File: src/rtl/decap_pkg.sv
package decap_pkg;

  // Strobes from the sequencer to the switch/config datapath
  typedef struct packed {
    logic cfgLoad;   // apply shifted configuration
    logic dropPar;   // open parallel switches of armed pairs
    logic raiseSer;  // close series switch of armed pairs
    logic dropSer;   // open every series switch
    logic raisePar;  // close every parallel switch
  } swStrobe_t;

  typedef enum logic [1:0] {
    ST_PAR   = 2'd0,
    ST_GAP_S = 2'd1,
    ST_SER   = 2'd2,
    ST_GAP_P = 2'd3
  } swState_t;

endpackage

File: src/rtl/decap_sync.sv
module decap_sync #(
  parameter int STAGES = 2
) (
  input  logic clk,
  input  logic rstN,
  input  logic asyncIn,
  output logic syncOut
);
  logic [STAGES-1:0] chain;

  always_ff @(posedge clk) begin
    if (!rstN) chain <= '0;
    else       chain <= {chain[STAGES-2:0], asyncIn};
  end

  assign syncOut = chain[STAGES-1];
endmodule

File: src/rtl/decap_ctrl.sv
module decap_ctrl
  import decap_pkg::*;
(
  input  logic       clk,
  input  logic       rstN,
  input  logic       droopSync,
  input  logic       anyArmed,
  input  logic       scanCommit,
  output swStrobe_t  stb
);
  swState_t state, stateNxt;

  always_comb begin
    stb      = '0;
    stateNxt = state;
    unique case (state)
      ST_PAR: begin
        if (scanCommit) begin
          stb.cfgLoad = 1'b1;
        end else if (droopSync && anyArmed) begin
          stb.dropPar = 1'b1;
          stateNxt    = ST_GAP_S;
        end
      end
      ST_GAP_S: begin
        stb.raiseSer = 1'b1;
        stateNxt     = ST_SER;
      end
      ST_SER: begin
        if (!droopSync) begin
          stb.dropSer = 1'b1;
          stateNxt    = ST_GAP_P;
        end
      end
      ST_GAP_P: begin
        stb.raisePar = 1'b1;
        stateNxt     = ST_PAR;
      end
      default: stateNxt = ST_PAR;
    endcase
  end

  always_ff @(posedge clk) begin
    if (!rstN) state <= ST_PAR;
    else       state <= stateNxt;
  end
endmodule

File: src/rtl/decap_datapath.sv
module decap_datapath
  import decap_pkg::*;
#(
  parameter int NUM_PAIRS = 3,
  parameter int RES_BITS  = 8
) (
  input  logic                 clk,
  input  logic                 rstN,
  input  swStrobe_t            stb,
  input  logic                 scanShift,
  input  logic                 scanData,
  output logic                 anyArmed,
  output logic [NUM_PAIRS-1:0] armMask,
  output logic [NUM_PAIRS-1:0] parCtl,
  output logic [NUM_PAIRS-1:0] serCtl,
  output logic [RES_BITS-1:0]  resCode
);
  localparam int CNT_W = $clog2(RES_BITS + 1);
  localparam int CFG_W = NUM_PAIRS + CNT_W;
  localparam logic [CNT_W-1:0] MID_CNT = CNT_W'(RES_BITS / 2);

  logic [CFG_W-1:0] shiftWord;
  logic [CNT_W-1:0] resCount;

  always_ff @(posedge clk) begin
    if (!rstN) begin
      shiftWord <= '0;
      armMask   <= '0;
      resCount  <= MID_CNT;
    end else begin
      if (scanShift) shiftWord <= {scanData, shiftWord[CFG_W-1:1]};
      if (stb.cfgLoad) begin
        armMask  <= shiftWord[NUM_PAIRS-1:0];
        resCount <= shiftWord[CFG_W-1:NUM_PAIRS];
      end
    end
  end

  assign anyArmed = |armMask;

  for (genvar j = 0; j < RES_BITS; j++) begin : g_therm
    assign resCode[j] = (resCount > CNT_W'(j));
  end

  for (genvar i = 0; i < NUM_PAIRS; i++) begin : g_pair
    always_ff @(posedge clk) begin
      if (!rstN) begin
        parCtl[i] <= 1'b1;
        serCtl[i] <= 1'b0;
      end else begin
        if (stb.dropPar && armMask[i]) parCtl[i] <= 1'b0;
        if (stb.raisePar)              parCtl[i] <= 1'b1;
        if (stb.raiseSer && armMask[i]) serCtl[i] <= 1'b1;
        if (stb.dropSer)               serCtl[i] <= 1'b0;
      end
    end
  end
endmodule

File: src/rtl/decap_switch_ctrl.sv
module decap_switch_ctrl
  import decap_pkg::*;
#(
  parameter int NUM_PAIRS   = 3,
  parameter int RES_BITS    = 8,
  parameter int SYNC_STAGES = 2
) (
  input  logic                 clk,
  input  logic                 rstN,
  input  logic                 droopIn,
  input  logic                 scanShift,
  input  logic                 scanData,
  input  logic                 scanCommit,
  output logic [NUM_PAIRS-1:0] parCtl,
  output logic [NUM_PAIRS-1:0] serCtl,
  output logic [RES_BITS-1:0]  resCode
);
  logic                 droopSync;
  logic                 anyArmed;
  logic [NUM_PAIRS-1:0] armMask;
  swStrobe_t            stb;

  decap_sync #(.STAGES(SYNC_STAGES)) u_sync (
    .clk(clk), .rstN(rstN), .asyncIn(droopIn), .syncOut(droopSync)
  );

  decap_ctrl u_ctrl (
    .clk(clk), .rstN(rstN), .droopSync(droopSync), .anyArmed(anyArmed),
    .scanCommit(scanCommit), .stb(stb)
  );

  decap_datapath #(.NUM_PAIRS(NUM_PAIRS), .RES_BITS(RES_BITS)) u_dp (
    .clk(clk), .rstN(rstN), .stb(stb), .scanShift(scanShift),
    .scanData(scanData), .anyArmed(anyArmed), .armMask(armMask),
    .parCtl(parCtl), .serCtl(serCtl), .resCode(resCode)
  );
endmodule

File: config.mk
export PLATFORM = sky130hd
export DESIGN_NAME = decap_switch_ctrl
export DESIGN_NICKNAME = d
export VERILOG_FILES = /design/src/rtl/decap_pkg.sv /design/src/rtl/decap_sync.sv /design/src/rtl/decap_ctrl.sv /design/src/rtl/decap_datapath.sv /design/src/rtl/decap_switch_ctrl.sv
export SDC_FILE = /design/constraint.sdc
export NUM_CORES = 1
export LEC_CHECK = 0
export CAP_MARGIN = 0
export CORE_MARGIN = 1.5
export CORE_UTILIZATION = 40
export CTS_BUF_LIST = sky130_fd_sc_hd__clkbuf_4 sky130_fd_sc_hd__clkbuf_8 sky130_fd_sc_hd__clkbuf_16
export DETAILED_ROUTE_END_ITERATION = 10
export MAX_ROUTING_LAYER = met4
export PLACE_DENSITY = 0.67
export SLEW_MARGIN = 20
export SYNTH_ARGS = -nofsm -noshare
export SYNTH_HDL_FRONTEND = slang
export SYNTH_HIERARCHICAL = 1
export SYNTH_SLANG_ARGS = --single-unit
export TNS_END_PERCENT = 10
File: constraint.sdc
create_clock -name clk -period 1.15 [get_ports clk]
set_input_delay 0.23 -clock clk [delete_from_list [all_inputs] [get_ports clk]]
set_output_delay 0.23 -clock clk [all_outputs]
set_load 0.05 [all_outputs]
==> results.md <==
* Status: finished with violations
* Violated checks: negative setup slack
* Post-DP HPWL at 1.60 mm
* Core area at 0.00245 mm²
* Combinational power share at 18.2%
* Leak pwr at 0.000737 µW
* Critical Path RT at 0.92 ns
* Initial antenna violation count at 0
* PD cells at 915 mW/mm²
* Vias in the first global route at 804
* Overflow after GRT at 0
* CTS Buf Count at 3
* CP endpoint kind: output port
* Cell type with the highest aggregate area in the netlist: dfxtp_1
* Detail Route Antenna Nets at 0
* Synth area leaders: dfxtp_1, mux2i_1, nor2b_1
* Worst Path Max Fanout at 2
* CP startpoint kind: register
* CTS sink cnt at 24
* Die H at 53.8 µm
* Die Wd at 53.8 µm
* Ports at 20
* Routed vias at 803
* Post-synthesis sequential area ratio at 46.6%
* Number of distinct library cells after synthesis at 24
* Post-Syn Nets at 110
* Fin crit period at 1.64 ns
* Hold-fix buffers at CTS at 0
* Layout Utilization at 66.0%
* Root Driver: clkbuf_4
* Ys Warns at 6
* Max clock buf depth at 2
* Critical Path Slowest Stage Cell: or3_4
* # rows at 18
* Dpl ws at -0.274 ns
* RSZ-0062 raised after global routing: yes
* Clock transition at path regs at 0.12 ns
* ANT cells at 0
* Post-synthesis register bit count at 24
* Reg power frac at 57.6%
* Setup Crit Path Kind: reg2out
* Drc violations at 0
* CP cell instances: or3_4, or2_4, buf_8
* GPL Wtd Cong at 0.766
* Clock power frac at 24.1%
* Setup TNS at -2.88 ns
* Fillcell total at 192
* Hold Crit Class: reg2reg
* Switching power at 371 µW
* Yosys top cell area share at 46.6%
* Worst Tran Pin Value at 0.246 ns
* Global-route usage over all layers at 17.9%
* Worst Path Arrival at 1.41 ns
* Final worst-path cycle share at 143%
* Final net count at 150
* FMAX at 609 MHz
* Syn Inst Count at 99
* Proportion of layout cells with a drive suffix above 1 at 43.8%
* Post-Synthesis Cell Area at 0.00103 mm²
* Cell Int Power at 1110 µW
* Routed wire length at 2.19 mm
* Layout Skew at 0.00418 ns
* Mean routed wirelength per cell at 13.1 µm
* Final setup violation count at 14
* Syn Area/Cell at 10.4 µm²
* Largest net degree at the start of global routing at 13
* Die Area at 0.00289 mm²
* CTS tree: yes
* Relative slew slack at 83.5%
* First-pass GRT wire length at 3.57 mm
* Final worst slack at -0.493 ns
* IO buf count at 19
* Maxcap violations at 0
* DP Area at 0.00149 mm²
* Initial Util at 42.0%
* Crit-path max cell delay at 0.38 ns
* Final instance area at 0.00162 mm²
* Htree depth at 1
* Final slew viol count at 0
* Clock Latency Late Sink at 0.31 ns
* DR pass1 iterations at 4
* Switching portion of total power at 25.0%
* Synth-to-layout area growth at 57.0%
* Final Hold Viols at 0
* Initial drt markers at 3
* Via/cell ratio at 4.81
* Peak VDD IR at 1160 µV
[flip-flops by register name, indices dropped and copies added, names as in the netlist]
name	count
u_dp/serCtl	3
u_dp/armMask	3
u_dp/parCtl	3
u_ctrl/state	2
u_dp/shiftWord	7
u_sync/chain	2
u_dp/resCount	4
[critical path, delay by kind of cell (launching register included)]
kind	cells	cell delay (ns)
buffers and inverters	1	0.15
DFF	1	0.34
and+or+nand+nor	2	0.62
[through the flow]
| stage | total power (µW) | hold slack (ns) | cells |
|---|---|---|---|
| global placement | 1110 | 0.423 | 161 |
| global route | 1550 | 0.471 | 167 |
| floorplan | 1000 | 0.352 | 99 |
| finish | 1480 | 0.464 | 167 |
| CTS | 1490 | 0.461 | 167 |
| detailed placement | 1110 | 0.428 | 161 |
[layout by cell type, fill, tap and decap left out, types with 2 or more instances in the layout]
cell type        instances
nand2_1                  6
nor2_1                   3
buf_6                    5
buf_4                   16
mux2i_1                 15
a21o_1                   4
or2_4                    2
a21oi_1                  3
and2_1                   2
dfxtp_2                  6
buf_12                  12
or3_4                    2
inv_2                    2
nor2b_1                 13
dfxtp_1                 18
nand2b_1                 2
clkdlybuf4s50_1          5
clkbuf_4                 3
ha_1                     3
[synth_stat cells]
cell type,instances
a21o_1,4
mux2i_1,15
buf_2,2
nand2_1,6
o211a_1,1
a211o_1,1
a22oi_1,1
nor2b_1,13
and2_1,3
nor2_1,4
nand2b_1,3
ha_1,5
or2_1,2
and2b_2,1
inv_1,3
a31o_2,1
a21oi_1,3
nand3b_4,1
a21o_2,1
o21ai_0,1
or3_4,1
clkbuf_1,2
or3_1,1
dfxtp_1,24
[worst paths after layout]
check	startpoint	end	slack, ns	cells after the start
max	u_dp/resCount[1]	resCode[0]	-0.49	3
min	u_sync/chain[0]	u_sync/chain[1]	0.46	1
max reg2reg	u_dp/armMask[1]	u_ctrl/state[0]	-0.09	4
min reg2reg	u_sync/chain[0]	u_sync/chain[1]	0.46	1
[power by group through the flow]
stage,sequential [µW],combinational (µW),clock [µW]
after floorplan,871,133,0
after global placement,870,239,0
after detailed placement,870,242,0
after CTS,854,267,370
after global routing,856,281,412
final,854,270,358
[layout make-up]
class	count	area [µm²]	area share [%]
Sequential cell	24	488	30.1
Clock buffer	3	22.5	1.39
Inverter	3	13.8	0.850
Tap cell	30	37.5	2.32
Multi-Input combinational cell	68	576	35.5
Timing Repair Buffer	39	482	29.8
[kinds of logic (layout without fill, tap and decap cells)]
family / after synthesis / count (layout) / share of synthesized area (%)
and+or+nand+nor: 35 / 35 / 20.9
buffers and inverters: 7 / 45 / 2.79
muxes: 15 / 15 / 14.6
adders and majority gates: 5 / 5 / 6.07
DFF: 24 / 24 / 46.6
AOI/OAI and AO/OA: 13 / 13 / 9.10
[repair_timing]
| item | 4_1_cts | 5_1_grt |
|---|---|---|
| gates resized for setup | 21 | 6 |
| hold endpoints to repair | 0 | 0 |
| pin swaps | 7 | 1 |
| buffers inserted | 3 | 0 |
| endpoints found under the setup margin | 23 | 24 |
[layer usage]
metal | global-route usage, % | up-vias | routed length [µm]
li1 | - | 408 | -
met1 | 22.1 | 384 | 1040
met2 | 28.7 | 8 | 1080
met3 | 5.83 | 3 | 67
met4 | 3.85 | 0 | 10
met5 | - | - | 0
No activity file was read; power rests on OpenSTA's default activity.
